[config.mk]
export PLATFORM = sky130hd
export DESIGN_NAME = mdio_mgmt_if
export DESIGN_NICKNAME = d
export VERILOG_FILES = /design/src/rtl/mdio_mgmt_pkg.sv /design/src/rtl/mdio_clk_div.sv /design/src/rtl/mdio_frame_seq.sv /design/src/rtl/mdio_mgmt_if.sv
export SDC_FILE = /design/constraint.sdc
export NUM_CORES = 1
export LEC_CHECK = 0
export ABC_AREA = 0
export BUFFER_PORTS_ARGS = -buffer_cell sky130_fd_sc_hd__buf_2
export CAP_MARGIN = 30
export CORE_UTILIZATION = 58
export CTS_CLUSTER_SIZE = 8
export DETAILED_ROUTE_END_ITERATION = 10
export PLACE_DENSITY = 0.91
export REMOVE_ABC_BUFFERS = 1
export SETUP_SLACK_MARGIN = 0.3
export SYNTH_ARGS = -nofsm -noshare
export SYNTH_HDL_FRONTEND = slang
export SYNTH_SLANG_ARGS = --single-unit
[constraint.sdc]
create_clock -name clk -period 2.8 [get_ports clk]
set_clock_uncertainty 0.05 [all_clocks]
set_input_delay 0.56 -clock clk [delete_from_list [all_inputs] [get_ports clk]]
set_output_delay 0.56 -clock clk [all_outputs]
set_load 0.05 [all_outputs]
[src/rtl/mdio_mgmt_pkg.sv]
// Shared constants for the management bus controller: command-word field
// positions, frame geometry and the clock-code to divisor mapping.
// Assumes the standard 5-bit address fields and 16-bit data.
package mdio_mgmt_pkg;
    localparam int ADDR_W    = 5;
    localparam int DATA_W    = 16;
    localparam int CODE_W    = 3;
    localparam int PRE_LEN   = 32;
    localparam int FRAME_LEN = PRE_LEN + 2 + 2 + 2 * ADDR_W + 2 + DATA_W;

    localparam int F_BUSY  = 0;
    localparam int F_WRITE = 1;
    localparam int F_CODE  = 2;
    localparam int F_REG   = F_CODE + CODE_W;
    localparam int F_PHY   = F_REG + ADDR_W;

    localparam int HALF_W  = 7;

    // Half of the MDC period, in system-clock cycles, for a clock code.
    function automatic logic [HALF_W-1:0] half_period(input logic [CODE_W-1:0] code);
        int unsigned div;
        case (code)
            3'd0:    div = 42;
            3'd1:    div = 62;
            3'd2:    div = 16;
            3'd3:    div = 26;
            3'd4:    div = 102;
            default: div = 124;
        endcase
        return HALF_W'(div / 2);
    endfunction
endpackage

[src/rtl/mdio_clk_div.sv]
// MDC generator. While run is high it produces a clock that is low for one
// half period and then high for one half period. It flags the cycle in
// which MDC is about to rise or fall. Assumes code is held stable while
// run is high.
module mdio_clk_div
    import mdio_mgmt_pkg::*;
(
    input  logic              clk,
    input  logic              rst_n,
    input  logic              run,
    input  logic [CODE_W-1:0] code,
    output logic              mdc,
    output logic              rise_stb,
    output logic              fall_stb
);
    logic [HALF_W-1:0] cnt;
    logic [HALF_W-1:0] half;
    logic              at_end;

    // Decode the half period and detect the last cycle of a half.
    always_comb begin
        half     = half_period(code);
        at_end   = run && (cnt == half - HALF_W'(1));
        rise_stb = at_end && !mdc;
        fall_stb = at_end && mdc;
    end

    // Count cycles within a half period and toggle MDC at its end.
    always_ff @(posedge clk) begin
        if (!rst_n || !run) begin
            cnt <= '0;
            mdc <= 1'b0;
        end else if (at_end) begin
            cnt <= '0;
            mdc <= ~mdc;
        end else begin
            cnt <= cnt + HALF_W'(1);
        end
    end
endmodule

[src/rtl/mdio_frame_seq.sv]
// Frame sequencer. It loads a full frame on start, presents one bit per
// MDC period and advances on each falling edge. It releases the line for
// the turnaround and data slots of a read and shifts in the reply on
// rising edges. Assumes is_read is held for the whole frame.
module mdio_frame_seq
    import mdio_mgmt_pkg::*;
#(
    parameter int LEN   = FRAME_LEN,
    parameter int DW    = DATA_W,
    localparam int IDX_W = $clog2(LEN),
    localparam int TA_AT = LEN - DW - 2,
    localparam int RX_AT = LEN - DW
) (
    input  logic           clk,
    input  logic           rst_n,
    input  logic           start,
    input  logic [LEN-1:0] frame,
    input  logic           is_read,
    input  logic           rise_stb,
    input  logic           fall_stb,
    input  logic           mdio_i,
    output logic           active,
    output logic           mdio_o,
    output logic           mdio_oe,
    output logic           done,
    output logic [DW-1:0]  rx_data
);
    logic [LEN-1:0]   shreg;
    logic [IDX_W-1:0] idx;

    // Drive the current slot and decide whether the line is driven.
    always_comb begin
        mdio_o  = active && shreg[LEN-1];
        mdio_oe = active && !(is_read && (int'(idx) >= TA_AT));
        done    = active && fall_stb && (int'(idx) == LEN - 1);
    end

    // Track the slot index and shift the outgoing frame on falling edges.
    always_ff @(posedge clk) begin
        if (!rst_n) begin
            active <= 1'b0;
            shreg  <= '0;
            idx    <= '0;
        end else if (start && !active) begin
            active <= 1'b1;
            shreg  <= frame;
            idx    <= '0;
        end else if (done) begin
            active <= 1'b0;
            shreg  <= '0;
            idx    <= '0;
        end else if (active && fall_stb) begin
            shreg  <= {shreg[LEN-2:0], 1'b0};
            idx    <= idx + IDX_W'(1);
        end
    end

    // Capture reply bits on rising edges within the data slots of a read.
    always_ff @(posedge clk) begin
        if (!rst_n) begin
            rx_data <= '0;
        end else if (active && rise_stb && is_read && (int'(idx) >= RX_AT)) begin
            rx_data <= {rx_data[DW-2:0], mdio_i};
        end
    end
endmodule

[src/rtl/mdio_mgmt_if.sv]
// Host register front end for the management bus. It holds the packed
// command word and the data word and builds the frame from them. It
// launches the sequencer and clears busy when the frame completes.
// Assumes single-cycle write strobes that are synchronous to clk.
module mdio_mgmt_if
    import mdio_mgmt_pkg::*;
(
    input  logic        clk,
    input  logic        rst_n,
    input  logic        wr_en,
    input  logic        wr_sel,
    input  logic [31:0] wr_data,
    input  logic        rd_sel,
    output logic [31:0] rd_data,
    output logic        mdc,
    output logic        mdio_o,
    output logic        mdio_oe,
    input  logic        mdio_i
);
    logic [ADDR_W-1:0] phy_q;
    logic [ADDR_W-1:0] reg_q;
    logic [CODE_W-1:0] code_q;
    logic              wr_q;
    logic              busy_q;
    logic [DATA_W-1:0] data_q;

    logic              cmd_wr;
    logic              start;
    logic [FRAME_LEN-1:0] frame;
    logic              n_write;
    logic              active;
    logic              rise_stb;
    logic              fall_stb;
    logic              done;
    logic [DATA_W-1:0] rx_data;

    // Qualify host command writes and build the frame from the incoming word.
    always_comb begin
        cmd_wr  = wr_en && !wr_sel && !busy_q;
        start   = cmd_wr && wr_data[F_BUSY];
        n_write = wr_data[F_WRITE];
        frame   = {{PRE_LEN{1'b1}}, 2'b01,
                   n_write ? 2'b01 : 2'b10,
                   wr_data[F_PHY +: ADDR_W],
                   wr_data[F_REG +: ADDR_W],
                   n_write ? 2'b10 : 2'b00,
                   n_write ? data_q : {DATA_W{1'b0}}};
    end

    // Command word storage with the self-clearing busy flag.
    always_ff @(posedge clk) begin
        if (!rst_n) begin
            phy_q  <= '0;
            reg_q  <= '0;
            code_q <= '0;
            wr_q   <= 1'b0;
            busy_q <= 1'b0;
        end else if (cmd_wr) begin
            phy_q  <= wr_data[F_PHY +: ADDR_W];
            reg_q  <= wr_data[F_REG +: ADDR_W];
            code_q <= wr_data[F_CODE +: CODE_W];
            wr_q   <= wr_data[F_WRITE];
            busy_q <= wr_data[F_BUSY];
        end else if (done) begin
            busy_q <= 1'b0;
        end
    end

    // Data word: host writes, and read results loaded at frame end.
    always_ff @(posedge clk) begin
        if (!rst_n) begin
            data_q <= '0;
        end else if (done && !wr_q) begin
            data_q <= rx_data;
        end else if (wr_en && wr_sel) begin
            data_q <= wr_data[DATA_W-1:0];
        end
    end

    // Host read multiplexer.
    always_comb begin
        rd_data = '0;
        if (rd_sel) begin
            rd_data[DATA_W-1:0] = data_q;
        end else begin
            rd_data[F_BUSY]             = busy_q;
            rd_data[F_WRITE]            = wr_q;
            rd_data[F_CODE +: CODE_W]   = code_q;
            rd_data[F_REG +: ADDR_W]    = reg_q;
            rd_data[F_PHY +: ADDR_W]    = phy_q;
        end
    end

    mdio_clk_div i_clk_div (
        .clk      (clk),
        .rst_n    (rst_n),
        .run      (active),
        .code     (code_q),
        .mdc      (mdc),
        .rise_stb (rise_stb),
        .fall_stb (fall_stb)
    );

    mdio_frame_seq i_seq (
        .clk      (clk),
        .rst_n    (rst_n),
        .start    (start),
        .frame    (frame),
        .is_read  (!wr_q),
        .rise_stb (rise_stb),
        .fall_stb (fall_stb),
        .mdio_i   (mdio_i),
        .active   (active),
        .mdio_o   (mdio_o),
        .mdio_oe  (mdio_oe),
        .done     (done),
        .rx_data  (rx_data)
    );
endmodule

Word-level counts from Yosys, hierarchy flattened. Cells that the tools add are included.

Register bits after elaboration: 126. Bits of input ports: 38. Output and inout port bits: 35.

$add $sub $neg: 3. Magnitude comparators: 2. Equality and inequality tests: 6. Muxes and demuxes: 14. Bitwise gates (word level): 2. Reduce and logical (&&, ||, !) cells: 32.

Operators with widths (number): $mux W64 (3); $mux W16 (3); $pmux W7 S5 (1); $logic_and A1 B1 Y1 (17); $mux W15 (1); $ge A6 B6 Y1 const B (2); $add A7 B1 Y7 const B (1); $eq A7 B7 Y1 (1); $logic_not A1 Y1 (7); $sub A6 B1 Y7 const B (1); $add A6 B1 Y6 const B (1); $eq A3 B2 Y1 const B (2); $eq A6 B1 Y1 const B (1); $reduce_bool A2 Y1 (3); $mux W1 (4); $mux W2 (2); $eq A3 B1 Y1 const B (1); $eq A3 B3 Y1 const B (1); $logic_not A3 Y1 (1); $reduce_bool A3 Y1 (1); $reduce_or A3 Y1 (1); $not A1 Y1 (2); $reduce_or A2 Y1 (1); $logic_or A1 B1 Y1 (1).

Depth between registers and ports, before layout. Gate-level depths: netlist of run 1.

Depth in word-level cells: 10. Gate-level depth with buffers: 13.

By module. From an unflattened synthesis of run 1, not the netlist that was laid out.

Cells, all modules: 860. Area total of the unflattened synthesis: 7034.2 µm².

Modules (own cells, without submodules): mdio_frame_seq (instances 1, cells an instance 609, area each 4901.0 µm², sequential area each 1741.7 µm²); mdio_mgmt_if (instances 1, cells an instance 194, area each 1677.9 µm², sequential area each 620.6 µm²); mdio_clk_div (instances 1, cells an instance 57, area each 455.4 µm², sequential area each 160.2 µm²).

Worst setup path after synthesis of run 1. OpenSTA, ideal clock, no wires.

Path type: input -> output. From: in rd_sel. To: out rd_data[3]. Data arrival time: 2099 ps. Setup slack: 91 ps. Cell stages on the path: 3. Path through: clkbuf_1 > buf_1 > o21ai_0.

Longest elaborated chain between the ends: 1.

Ends and longest elaborated chain: start, declared (line mdio_mgmt_if.sv:13) `input logic rd_sel,`; $mux W15 (line mdio_mgmt_if.sv:83) `if (rd_sel) begin`; end, declared (line mdio_mgmt_if.sv:14) `output logic [31:0] rd_data,`.

Every way passes these cells.

Final worst setup path of run 1.
From: reg code_q[0]. To: reg i_seq.rx_data[0].

Longest elaborated chain between the ends: 9.

Ends and longest elaborated chain: start, declared (line mdio_mgmt_if.sv:22) `logic [CODE_W-1:0] code_q;`; start signal, assigned (line mdio_mgmt_if.sv:61) `code_q <= wr_data[F_CODE +: CODE_W];`; $eq A3 B3 Y1, or another cell as far along (line mdio_mgmt_pkg.sv:22) `case (code)`; $pmux W7 S5 (*) (line mdio_mgmt_pkg.sv:22); $sub A6 B1 Y7 (*) (line mdio_clk_div.sv:23) `at_end = run && (cnt == half - HALF_W'(1));`; $eq A7 B7 Y1 (*) (line mdio_clk_div.sv:23); $logic_and A1 B1 Y1 (*) (line mdio_clk_div.sv:23); $logic_and A1 B1 Y1 (*) (line mdio_clk_div.sv:24) `rise_stb = at_end && !mdc;`; $logic_and A1 B1 Y1 (*) (3 in series) (line mdio_frame_seq.sv:62) `end else if (active && rise_stb && is_read && (int'(idx) >= RX_AT)) begin`; end signal, assigned (line mdio_frame_seq.sv:63) `rx_data <= {rx_data[DW-2:0], mdio_i};`; end, declared (line mdio_frame_seq.sv:26) `output logic [DW-1:0] rx_data`.

Every way passes the cells marked *; elsewhere a longest branch is shown, timed or not. A chain may end at the register's enable or synchronous reset.

==> results.rst, run 1 <==
.. list-table::
   :header-rows: 1

   * - Metric
     - Value
   * - Status
     - finished, final reports clean
   * - Total clock buffers created by CTS
     - 17
   * - Nature of the critical path startpoint
     - flip-flop
   * - Fraction of the yosys area taken by sequential cells
     - 44.4%
   * - Final setup fails
     - 0
   * - Maximum clock insertion buffer count
     - 2
   * - Leakage Power
     - 0.00279 uW
   * - Routability congestion estimate
     - 0.800
   * - Antenna violations before repair
     - 0
   * - Critical path's most frequent cell
     - sky130_fd_sc_hd__nand2_2
   * - Largest net degree at the start of global routing
     - 60
   * - Hold_ws
     - 243 ps
   * - Family with the most delay on the worst path
     - simple AND/OR/NAND/NOR gates
   * - H-Tree Level Count
     - 4
   * - Drc violations
     - 0
   * - Maximum fanout along the worst path
     - 8
   * - Cell taking the most area after synthesis
     - sky130_fd_sc_hd__dfxtp_1
   * - Area fraction in compound gates after synthesis
     - 17.5%
   * - Warning count from the yosys run
     - 0
   * - Input/output buffers
     - 40
   * - Placed cells
     - 774
   * - Register bit total from synthesis
     - 126
   * - Number of cells produced by synthesis
     - 652
   * - Core Box Area
     - 9370 um2
   * - Number of synthesized flops with an enable pin
     - 0
   * - Number of max-slew violations in the final report
     - 0
   * - Average wire length per cell after detail routing
     - 20.0 um
   * - Io pins
     - 73
   * - Worst Reg2Reg Path Length in Cells
     - 10
   * - Library cells used by synthesis
     - 47
   * - Starting Density
     - 60.7%
   * - Required time worst endpoint
     - 3160 ps
   * - Top cell types by occurrence after synthesis
     - sky130_fd_sc_hd__nand2_1 (147), sky130_fd_sc_hd__dfxtp_1 (126), sky130_fd_sc_hd__clkbuf_1 (40), sky130_fd_sc_hd__mux2_2 (31), sky130_fd_sc_hd__nand3_1 (31)
   * - Final worst path period share
     - 89.3%
   * - Iteration-0 DRC count of the detailed router
     - 686
   * - Cell with the most instances after synthesis
     - sky130_fd_sc_hd__nand2_1
   * - Post-detailed-routing wire length
     - 16.4 mm
   * - Root buffer selected by CTS
     - sky130_fd_sc_hd__clkbuf_8
   * - Synth area leaders
     - sky130_fd_sc_hd__dfxtp_1 (44%), sky130_fd_sc_hd__nand2_1 (9.7%), sky130_fd_sc_hd__mux2_2 (6.1%)
   * - Die outline height
     - 101 um
   * - RSZ-0062 raised after global routing
     - yes
   * - Vias post-DR
     - 5277
   * - Combined flip-flop and latch cell area
     - 2530 um2
   * - Hold-fix buffers, CTS
     - 0
   * - Filler instances
     - 609
   * - Maximum achievable frequency
     - 400 MHz
   * - Mux contribution to synthesized area
     - 9.13%
   * - Worst skew pair latency
     - 530 ps
   * - Number of iterations in the first detailed-routing pass
     - 7
   * - Post-synthesis share of cell area spent on and, or, nand and nor gates
     - 20.0%
   * - Arithmetic-cell share of the synthesized area counting full adders, half adders and majority gates
     - 0.880%
   * - Number of vias per cell
     - 6.43
   * - Via count of the first global-routing pass
     - 4801
   * - Top cell type's share of synthesized area
     - 44.4%
   * - Synth Cell Area
     - 5680 um2
   * - Sink Count
     - 126
   * - Cell Chain, Critical Path
     - nand2b_4 > nand2_2 > ha_1 > xor2_1 > nand4b_1 > a21oi_4 > nand2_2 > or3_4 > buf_12 > mux2i_4
   * - Standard-cell row count
     - 35
   * - Area growth from synthesis to layout
     - 19.1%
   * - Commonest register cell after synthesis
     - sky130_fd_sc_hd__dfxtp_1
   * - PnR worst setup slack
     - 298 ps
   * - MaxCap Viol Count
     - 0
   * - Non-filler cells in the finished layout
     - 821
   * - Path type of the worst setup path
     - flip-flop to flip-flop
   * - Share of post-route cells with drive strength above 1
     - 22.3%
   * - Total routing resource utilization after global routing
     - 29.9%
   * - Areal power density over the cells
     - 668 nW/um2
   * - Final hold violation count
     - 0
   * - Number of nets at the end of the flow
     - 721
   * - Number of logic stages on the critical path including buffering
     - 10
   * - Total power of the final layout
     - 4520 uW
   * - Arr. time, crit path
     - 2870 ps
   * - Bufs and invs on worst path
     - 1
   * - Utilization after layout
     - 72.2%
   * - Critical-path top delay cell
     - sky130_fd_sc_hd__or3_4
   * - Global-route congestion overflow total
     - 0
   * - Multi-input gate area in the final layout
     - 2920 um2
   * - Post-layout min period
     - 2500 ps
   * - Worst setup slack after placement
     - 197 ps
   * - Critical Path Sink Type
     - flip-flop
   * - Share of async-settable or async-resettable flops after synthesis
     - 0%
   * - Worst VDD drop
     - 0.566 mV
   * - Max-slew headroom at the worst pin
     - 43.9%
   * - Die boundary width
     - 101 um
   * - ANT cells
     - 0
   * - Main combinational cell family by area after synthesis
     - simple AND/OR/NAND/NOR gates
   * - Instance count along the most critical hold path
     - 3
   * - Die outline area
     - 10200 um2
   * - Clock transition at path regs
     - 60 ps
   * - Transition time at the pin with the least slew margin
     - 839 ps
   * - Parity-gate share of the synthesized area counting xor and xnor cells
     - 1.23%
   * - Worst min-delay path class
     - primary input to flip-flop
   * - Mean post-synth cell area
     - 8.72 um2
   * - TritonCTS clock tree
     - built
   * - Largest incremental delay on the critical path
     - 400 ps
   * - First-pass GRT wire length
     - 23.4 mm
   * - Count of antenna-violating nets left after detailed routing
     - 0
   * - Placed wire-length estimate after detailed placement
     - 7.93 mm
-- logic make-up (layout without fill, tap and decap cells) --
family                   count (synthesis)  count (layout)
AO/OA/AOI/OAI                          134             134
other                                    1              16
multiplexers                            48              48
buffers and inverters                   80             104
XOR/XNOR                                 8               8
AND/OR/NAND/NOR                        251             252
adder cells (fa/ha/maj)                  4               4
flip-flops                             126             126
-- where the power goes --
group	internal, uW	switching [uW]	leakage, uW
clock	1380	860	0.000288
sequential	1850	44.7	0.00103
combinational	126	251	0.00147
total	3360	1160	0.00279
-- path summary, 6_finish.rpt --
check	startpoint	to	slack (ps)
max	code_q[0]	i_seq.rx_data[0]	300
min	wr_data[2]	code_q[0]	240
min reg2reg	phy_q[3]	phy_q[3]	410
max reg2reg	code_q[0]	i_seq.rx_data[0]	300
-- layout make-up --
cell class,instances,share of cell area (%)
multi-input combinational,462,43.1
timing repair buffer,68,8.08
clock inverter,13,2.42
clock buffer,19,6.38
sequential,126,37.4
tap,129,2.38
inverter,4,0.222
-- what timing repair did --
action | CTS | global route
endpoints found under the setup margin | 79 | 76
cloned | 0 | 4
buffers inserted | 3 | 7
gates resized for setup | 9 | 19
pin swaps | 3 | 6
-- cell usage in the layout (no fill, tap or decap), types with 3 or more instances in the layout --
master                      count
sky130_fd_sc_hd__a21boi_0      14
sky130_fd_sc_hd__a21oi_1       18
sky130_fd_sc_hd__a32o_1         5
sky130_fd_sc_hd__a32oi_1        6
sky130_fd_sc_hd__and2_1         5
sky130_fd_sc_hd__and3_1         7
sky130_fd_sc_hd__buf_12         3
sky130_fd_sc_hd__buf_2         39
sky130_fd_sc_hd__buf_4         20
sky130_fd_sc_hd__bufinv_16      3
sky130_fd_sc_hd__clkbuf_16     19
sky130_fd_sc_hd__clkinv_2       3
sky130_fd_sc_hd__clkinv_4       4
sky130_fd_sc_hd__conb_1        16
sky130_fd_sc_hd__dfxtp_1      121
sky130_fd_sc_hd__dfxtp_2        3
sky130_fd_sc_hd__ha_1           3
sky130_fd_sc_hd__inv_1          3
sky130_fd_sc_hd__mux2_2        31
sky130_fd_sc_hd__mux2i_1       16
sky130_fd_sc_hd__nand2_1      145
sky130_fd_sc_hd__nand2b_1       3
sky130_fd_sc_hd__nand3_1       30
sky130_fd_sc_hd__nand3b_1       3
sky130_fd_sc_hd__nand4_1       15
sky130_fd_sc_hd__nor2_1        15
sky130_fd_sc_hd__nor3_1         8
sky130_fd_sc_hd__nor3b_1        6
sky130_fd_sc_hd__o211ai_1      16
sky130_fd_sc_hd__o21a_1         7
sky130_fd_sc_hd__o21ai_0       22
sky130_fd_sc_hd__o311a_1       27
sky130_fd_sc_hd__o31ai_1        7
sky130_fd_sc_hd__xnor2_1        3
sky130_fd_sc_hd__xor2_1         5
-- worst min-delay path, delay by kind of cell --
family                 cells  cell delay (ps)
AO/OA/AOI/OAI              1               70
buffers and inverters      1              100
AND/OR/NAND/NOR            1               50
-- metal layers --
layer / part of all wire (%) / wire length, um / GRT usage [%] / up-vias
li1: - / - / - / 2344
met1: 38 / 6150 / 35.6 / 2486
met2: 49 / 7970 / 49.4 / 356
met3: 9.1 / 1490 / 7.14 / 91
met4: 4.8 / 792 / 17.4 / 0
met5: 0 / 0 / 0 / -
-- registers in the layout, summed over array words and instances, names as in the netlist --
| signal | flops |
|---|---|
| busy_q | 1 |
| data_q | 16 |
| i_seq.active | 1 |
| i_clk_div.cnt | 7 |
| code_q | 3 |
| wr_q | 1 |
| i_seq.idx | 6 |
| reg_q | 5 |
| i_clk_div.mdc | 1 |
| i_seq.rx_data | 16 |
| i_seq.shreg | 64 |
| phy_q | 5 |
-- through the flow --
step,setup TNS (ps),cell area [um2]
2_1_floorplan,-112920,5370
3_3_place_gp,0,5880
3_5_place_dp,0,5880
4_1_cts,0,6530
5_1_grt,0,6770
6_report,0,6770
Power figures use the tool's default switching activity.
==> run 2, diff against run 1 <==
--- a/config.mk
+++ b/config.mk
@@ -8,10 +8,10 @@
 export ABC_AREA = 0
 export BUFFER_PORTS_ARGS = -buffer_cell sky130_fd_sc_hd__buf_2
 export CAP_MARGIN = 30
-export CORE_UTILIZATION = 58
+export CORE_UTILIZATION = 55
 export CTS_CLUSTER_SIZE = 8
 export DETAILED_ROUTE_END_ITERATION = 10
-export PLACE_DENSITY = 0.91
+export PLACE_DENSITY = 0.87
 export REMOVE_ABC_BUFFERS = 1
 export SETUP_SLACK_MARGIN = 0.3
 export SYNTH_ARGS = -nofsm -noshare
==> results.rst, run 2 (same netlist as run 1, synthesis figures left out) <==
.. list-table::
   :header-rows: 1

   * - Metric
     - Value
   * - Maximum achievable frequency
     - 402 MHz (was 400 MHz)
   * - Drc violations
     - 0 (unchanged)
   * - Area of all placed cells without fillers
     - 6640 um2 (was 6770 um2)
   * - Iteration-0 DRC count of the detailed router
     - 439 (was 686)
   * - Largest net degree at the start of global routing
     - 87 (was 60)
   * - Via count of the first global-routing pass
     - 4728 (was 4801)
   * - TritonCTS clock tree
     - built (unchanged)
   * - RSZ-0062 raised after global routing
     - no (was yes)
   * - Io pins
     - 73 (unchanged)
   * - Die outline area
     - 10700 um2 (was 10200 um2)
   * - Transition time at the pin with the least slew margin
     - 892 ps (was 839 ps)
   * - Worst skew pair latency
     - 520 ps (was 530 ps)
   * - Post-layout min period
     - 2490 ps (was 2500 ps)
   * - Total routing resource utilization after global routing
     - 25.4% (was 29.9%)
   * - Die outline height
     - 104 um (was 101 um)
   * - Instance area after placement
     - 5870 um2 (was 5880 um2)
   * - Vias post-DR
     - 4962 (was 5277)
   * - ANT cells
     - 0 (unchanged)
   * - Antenna violations before repair
     - 0 (unchanged)
   * - Setup tns final
     - 0 ps (unchanged)
   * - Sink Count
     - 126 (unchanged)
   * - H-Tree Level Count
     - 4 (unchanged)
   * - Number of max-slew violations in the final report
     - 0 (unchanged)
   * - Required time worst endpoint
     - 3120 ps (was 3160 ps)
   * - Path type of the worst setup path
     - flip-flop to flip-flop (unchanged)
   * - Top register by number of flip-flops
     - i_seq.shreg (unchanged)
   * - Number of iterations in the first detailed-routing pass
     - 7 (unchanged)
   * - Total clock buffers created by CTS
     - 17 (unchanged)
   * - Largest registers
     - i_seq.shreg: 64 flops, data_q: 16 flops, i_seq.rx_data: 16 flops (unchanged)
   * - First-pass GRT wire length
     - 22.2 mm (was 23.4 mm)
   * - Nature of the critical path startpoint
     - flip-flop (unchanged)
   * - Starting Density
     - 57.4% (was 60.7%)
   * - MaxCap Viol Count
     - 0 (unchanged)
   * - Global-route congestion overflow total
     - 0 (unchanged)
   * - Most common cell after layout, fill and taps aside
     - sky130_fd_sc_hd__nand2_1 (unchanged)
   * - Post-detailed-routing wire length
     - 13.9 mm (was 16.4 mm)
   * - Max-slew headroom at the worst pin
     - 40.4% (was 43.9%)
   * - Die boundary width
     - 104 um (was 101 um)
   * - Count of antenna-violating nets left after detailed routing
     - 0 (unchanged)
   * - Standard-cell row count
     - 36 (was 35)
   * - Most used cells in the layout excluding fill and tap cells
     - sky130_fd_sc_hd__nand2_1 (146), sky130_fd_sc_hd__dfxtp_1 (122), sky130_fd_sc_hd__buf_2 (39) (was sky130_fd_sc_hd__nand2_1 (145), sky130_fd_sc_hd__dfxtp_1 (121), sky130_fd_sc_hd__buf_2 (39))
   * - Final hold violation count
     - 0 (unchanged)
   * - Number of nets at the end of the flow
     - 715 (was 721)
   * - Input/output buffers
     - 40 (unchanged)
   * - Area growth from synthesis to layout
     - 16.8% (was 19.1%)
   * - Worst VDD drop
     - 0.553 mV (was 0.566 mV)
   * - Number of vias per cell
     - 6.06 (was 6.43)
   * - Root buffer selected by CTS
     - sky130_fd_sc_hd__clkbuf_8 (unchanged)
   * - Share of post-route cells with drive strength above 1
     - 20.6% (was 22.3%)
   * - Areal power density over the cells
     - 659 nW/um2 (was 668 nW/um2)
   * - Leakage Power
     - 0.00273 uW (was 0.00279 uW)
   * - Final worst path period share
     - 88.8% (was 89.3%)
   * - Core Box Area
     - 9910 um2 (was 9370 um2)
   * - Maximum fanout along the worst path
     - 32 (was 8)
   * - Hold-fix buffers, CTS
     - 0 (unchanged)
   * - Routability congestion estimate
     - 0.781 (was 0.800)
   * - Maximum clock insertion buffer count
     - 2 (unchanged)
   * - Critical Path Sink Type
     - flip-flop (unchanged)
   * - Max FFs per register
     - 64 (unchanged)
   * - Total power of the final layout
     - 4380 uW (was 4520 uW)
   * - Arr. time, crit path
     - 2810 ps (was 2870 ps)
   * - Placed wire-length estimate after detailed placement
     - 7.75 mm (was 7.93 mm)
   * - Status
     - finished, final reports clean (unchanged)
   * - Final setup fails
     - 0 (unchanged)
   * - Clock transition at path regs
     - 60 ps (about the same)
   * - Average wire length per cell after detail routing
     - 17.0 um (was 20.0 um)
   * - Worst min-delay path class
     - primary input to flip-flop (unchanged)
run 2: changes by cell type in the layout (fill, tap and decap cells not counted), moves of 2 or more:
cell                        delta
sky130_fd_sc_hd__bufinv_16     -2
sky130_fd_sc_hd__clkinv_4      -3
sky130_fd_sc_hd__a21oi_2       -2
sky130_fd_sc_hd__buf_12        -2
sky130_fd_sc_hd__buf_6         +3
sky130_fd_sc_hd__buf_4         -5
sky130_fd_sc_hd__a21oi_1       +2
sky130_fd_sc_hd__clkbuf_16     -2
sky130_fd_sc_hd__inv_6         +6
sky130_fd_sc_hd__inv_8         +2
sky130_fd_sc_hd__clkinv_2      -3
run 2: critical path, cell delays in order, from the launching register on:
cell                       delay (ps)
sky130_fd_sc_hd__dfxtp_4          400
sky130_fd_sc_hd__inv_1             60
sky130_fd_sc_hd__a21oi_1          140
sky130_fd_sc_hd__ha_1             250
sky130_fd_sc_hd__xor2_1           180
sky130_fd_sc_hd__nand4b_1         180
sky130_fd_sc_hd__a21oi_4          240
sky130_fd_sc_hd__buf_4            150
sky130_fd_sc_hd__nand4_1          130
sky130_fd_sc_hd__buf_6            230
sky130_fd_sc_hd__nand3_1          160
sky130_fd_sc_hd__o21ai_0          170
run 2: routing by layer:
| layer | global-route usage (%) | part of all wire, % | wire, um |
|---|---|---|---|
| met5 | 0 | 0 | 0 |
| met3 | 5.92 | 6.5 | 900 |
| met2 | 42.5 | 50 | 6920 |
| met1 | 31.2 | 41 | 5770 |
| met4 | 11.3 | 2.5 | 354 |
run 2: cell type report:
type                            count  area [um2]
Fill cell                         724        3270
Multi-Input combinational cell    461        2890
Sequential cell                   126        2530
Timing Repair Buffer               63         468
Clock buffer                       18         428
Tap cell                          133         166
Clock inverter                     14         145
Inverter                            4        15.0
run 2: repair_timing:
action | CTS | global route
hold endpoints to repair | 0 | 0
pin swaps | 2 | 3
endpoints found under the setup margin | 88 | 93
resized for setup | 9 | 12
gates cloned | 0 | 2
buffers inserted | 4 | 2
run 2: final timing paths:
path	from	to	slack [ps]	cells after the start
setup reg to reg	code_q[1]	data_q[3]	310	11
hold / removal	mdio_i	i_seq.rx_data[0]	230	3
hold reg to reg	reg_q[1]	reg_q[1]	420	2
setup / recovery	code_q[1]	data_q[3]	310	11
run 2: report_power, final:
| group | leakage (uW) | switching (uW) | internal [uW] |
|---|---|---|---|
| Clock | 0.000274 | 892 | 1230 |
| Combinational | 0.00143 | 236 | 122 |
| Sequential | 0.00103 | 40.2 | 1850 |
| Total | 0.00273 | 1170 | 3210 |
run 2: stage by stage:
stage | cells | hold slack, ps | setup WS (ps) | utilization [%]
after floorplan | 591 | 382 | -2050 | -
after global placement | 778 | 395 | 278 | 59.3
after detailed placement | 778 | 398 | 164 | 59.3
after CTS | 814 | 220 | 244 | 65.6
after global routing | 819 | 234 | 252 | 67.0
final | 819 | 232 | 314 | 67.0
==> run 3, diff against run 2 <==
--- a/config.mk
+++ b/config.mk
@@ -12,7 +12,6 @@
 export CTS_CLUSTER_SIZE = 8
 export DETAILED_ROUTE_END_ITERATION = 10
 export PLACE_DENSITY = 0.87
-export REMOVE_ABC_BUFFERS = 1
 export SETUP_SLACK_MARGIN = 0.3
 export SYNTH_ARGS = -nofsm -noshare
 export SYNTH_HDL_FRONTEND = slang
==> results.rst, run 3 (same netlist as run 1, synthesis figures left out) <==
.. list-table::
   :header-rows: 1

   * - Metric
     - Value
   * - Maximum achievable frequency
     - 408 MHz (was 402 MHz)
   * - Count of antenna-violating nets left after detailed routing
     - 0 (unchanged)
   * - Average wire length per cell after detail routing
     - 17.9 um (was 17.0 um)
   * - Routability congestion estimate
     - 0.793 (was 0.781)
   * - End point of the worst hold path
     - code_q[1] (was i_seq.rx_data[0])
   * - Final setup fails
     - 0 (unchanged)
   * - Placed wire-length estimate after detailed placement
     - 7.91 mm (was 7.75 mm)
   * - Hold-fix buffers, CTS
     - 0 (unchanged)
   * - Most used cells in the layout excluding fill and tap cells
     - sky130_fd_sc_hd__nand2_1 (145), sky130_fd_sc_hd__dfxtp_1 (122), sky130_fd_sc_hd__buf_2 (40) (was sky130_fd_sc_hd__nand2_1 (146), sky130_fd_sc_hd__dfxtp_1 (122), sky130_fd_sc_hd__buf_2 (39))
   * - Startpoint of the worst-slack reg-to-reg timing path
     - code_q[0] (was code_q[1])
   * - Cell Chain, Critical Path
     - nand2b_4 > nand2_1 > ha_1 > xor2_1 > nand4b_1 > a21oi_4 > nand2_2 > or3_4 > buf_12 > mux2i_2 (was inv_1 > a21oi_1 > ha_1 > xor2_1 > nand4b_1 > a21oi_4 > buf_4 > nand4_1 > buf_6 > nand3_1 > o21ai_0)
   * - Leakage Power
     - 0.00275 uW (was 0.00273 uW)
   * - Arr. time, crit path
     - 2820 ps (was 2810 ps)
   * - Status
     - finished, final reports clean (unchanged)
   * - Antenna violations before repair
     - 0 (unchanged)
   * - Critical-path top delay cell
     - sky130_fd_sc_hd__dfxtp_4 (unchanged)
   * - Starting Density
     - 57.4% (unchanged)
   * - Final worst path period share
     - 87.6% (was 88.8%)
   * - Core Box Area
     - 9910 um2 (unchanged)
   * - MaxCap Viol Count
     - 0 (unchanged)
   * - Required time worst endpoint
     - 3160 ps (was 3120 ps)
   * - Number of nets at the end of the flow
     - 717 (was 715)
   * - RSZ-0062 raised after global routing
     - yes (was no)
   * - Via count of the first global-routing pass
     - 4747 (was 4728)
   * - Final hold violation count
     - 0 (unchanged)
   * - Slack of the worst reg-to-reg path
     - 350 ps (was 310 ps)
   * - Post-layout min period
     - 2450 ps (was 2490 ps)
   * - Worst VDD drop
     - 0.529 mV (was 0.553 mV)
   * - Path type of the worst setup path
     - flip-flop to flip-flop (unchanged)
   * - Critical Path Sink Type
     - flip-flop (unchanged)
   * - Filler instances
     - 685 (was 724)
   * - Area growth from synthesis to layout
     - 18.0% (was 16.8%)
   * - Input/output buffers
     - 40 (unchanged)
   * - Max FFs per register
     - 64 (unchanged)
   * - PnR worst setup slack
     - 347 ps (was 314 ps)
   * - Largest incremental delay on the critical path
     - 400 ps (about the same)
   * - Share of post-route cells with drive strength above 1
     - 21.2% (was 20.6%)
   * - Standard-cell row count
     - 36 (unchanged)
   * - Iteration-0 DRC count of the detailed router
     - 570 (was 439)
   * - Worst Reg2Reg Path Length in Cells
     - 10 (was 11)
   * - Non-filler cells in the finished layout
     - 821 (was 819)
   * - Sink Count
     - 126 (unchanged)
   * - Maximum fanout along the worst path
     - 16 (was 32)
   * - Most common cell after layout, fill and taps aside
     - sky130_fd_sc_hd__nand2_1 (unchanged)
   * - ANT cells
     - 0 (unchanged)
   * - Areal power density over the cells
     - 667 nW/um2 (was 659 nW/um2)
   * - Vias post-DR
     - 5096 (was 4962)
   * - First-pass GRT wire length
     - 22.5 mm (was 22.2 mm)
   * - Clock transition at path regs
     - 60 ps (about the same)
   * - Critical register-to-register path endpoint
     - i_seq.rx_data[1] (was data_q[3])
   * - Largest net degree at the start of global routing
     - 68 (was 87)
   * - Nature of the critical path startpoint
     - flip-flop (unchanged)
   * - Worst min-delay path class
     - primary input to flip-flop (unchanged)
   * - Largest registers
     - i_seq.shreg: 64 flops, data_q: 16 flops, i_seq.rx_data: 16 flops (unchanged)
   * - Number of iterations in the first detailed-routing pass
     - 6 (was 7)
   * - Worst setup slack after placement
     - 231 ps (was 164 ps)
   * - TritonCTS clock tree
     - built (unchanged)
   * - Post-detailed-routing wire length
     - 14.7 mm (was 13.9 mm)
   * - Instance count along the most critical hold path
     - 3 (unchanged)
   * - Family with the most delay on the worst path
     - simple AND/OR/NAND/NOR gates (was compound AO/OA/AOI/OAI gates)
   * - Top register by number of flip-flops
     - i_seq.shreg (unchanged)
   * - Transition time at the pin with the least slew margin
     - 767 ps (was 892 ps)
   * - Number of max-slew violations in the final report
     - 0 (unchanged)
   * - Root buffer selected by CTS
     - sky130_fd_sc_hd__clkbuf_8 (unchanged)
   * - Bufs and invs on worst path
     - 1 (was 3)
   * - Io pins
     - 73 (unchanged)
   * - Total power of the final layout
     - 4480 uW (was 4380 uW)
   * - Total clock buffers created by CTS
     - 17 (unchanged)
   * - Utilization after layout
     - 67.7% (was 67.0%)
   * - Total routing resource utilization after global routing
     - 25.9% (was 25.4%)
   * - Number of vias per cell
     - 6.21 (was 6.06)
   * - Die outline height
     - 104 um (unchanged)
   * - Die outline area
     - 10700 um2 (unchanged)
   * - Max-slew headroom at the worst pin
     - 48.8% (was 40.4%)
   * - Drc violations
     - 0 (unchanged)
   * - Global-route congestion overflow total
     - 0 (unchanged)
   * - Die boundary width
     - 104 um (unchanged)
   * - Placed cells
     - 777 (was 778)
   * - Setup tns final
     - 0 ps (unchanged)
   * - Worst skew pair latency
     - 530 ps (was 520 ps)
   * - Startpoint of the most critical hold path
     - wr_data[3] (was mdio_i)
   * - H-Tree Level Count
     - 4 (unchanged)
   * - Maximum clock insertion buffer count
     - 2 (unchanged)
==> run 3: layer usage <==
layer | vias up | track usage [%] | wire length [um]
met3 | 44 | 7.68 | 1050
met5 | - | 0 | 0
met4 | 0 | 12.2 | 482
li1 | 2335 | - | -
met1 | 2457 | 30.7 | 5750
met2 | 260 | 42.8 | 7400
==> run 3: layout make-up <==
cell class / instances / area [um2] / share of cell area [%]
Tap cell: 133 / 166 / 2.48
Inverter: 4 / 15.0 / 0.224
Clock buffer: 19 / 432 / 6.43
Clock inverter: 13 / 163 / 2.42
Multi-Input combinational cell: 462 / 2890 / 43.1
Timing Repair Buffer: 64 / 509 / 7.59
Sequential cell: 126 / 2530 / 37.7
==> run 3: how the worst max path moves through the flow <==
stage,cells past startpoint,from,to
2_1_floorplan,12,code_q[0],i_seq.rx_data[10]
3_5_place_dp,10,code_q[0],i_seq.rx_data[7]
4_1_cts,10,code_q[0],i_seq.rx_data[0]
5_1_grt,10,code_q[0],i_seq.rx_data[1]
3_3_place_gp,10,code_q[0],i_seq.rx_data[8]
6_report,10,code_q[0],i_seq.rx_data[1]
==> run 3: per-stage QoR <==
stage               instance area (um2)  hold WS (ps)
global route                       6710           257
global placement                   5870           390
detailed placement                 5870           400
floorplan                          5740           382
CTS                                6490           241
finish                             6710           238
==> run 3: tightest hold or removal path: stages <==
cell and delay, ps:
sky130_fd_sc_hd__buf_2 110, sky130_fd_sc_hd__nand2_1 50, sky130_fd_sc_hd__a21boi_0 60
==> run 3: power by group <==
| part | leakage (uW) | switching, uW | total, uW | internal [uW] |
|---|---|---|---|---|
| clock | 0.000285 | 834 | 2220 | 1380 |
| sequential | 0.00103 | 43.6 | 1900 | 1850 |
| combinational | 0.00144 | 241 | 362 | 122 |
| total | 0.00275 | 1120 | 4480 | 3360 |
==> run 3: what timing repair did <==
item                       CTS  global route
buffers inserted             2             4
cloned                       0             4
setup endpoints to repair   56            87
pin swaps                    2             4
gates resized for setup      5            20
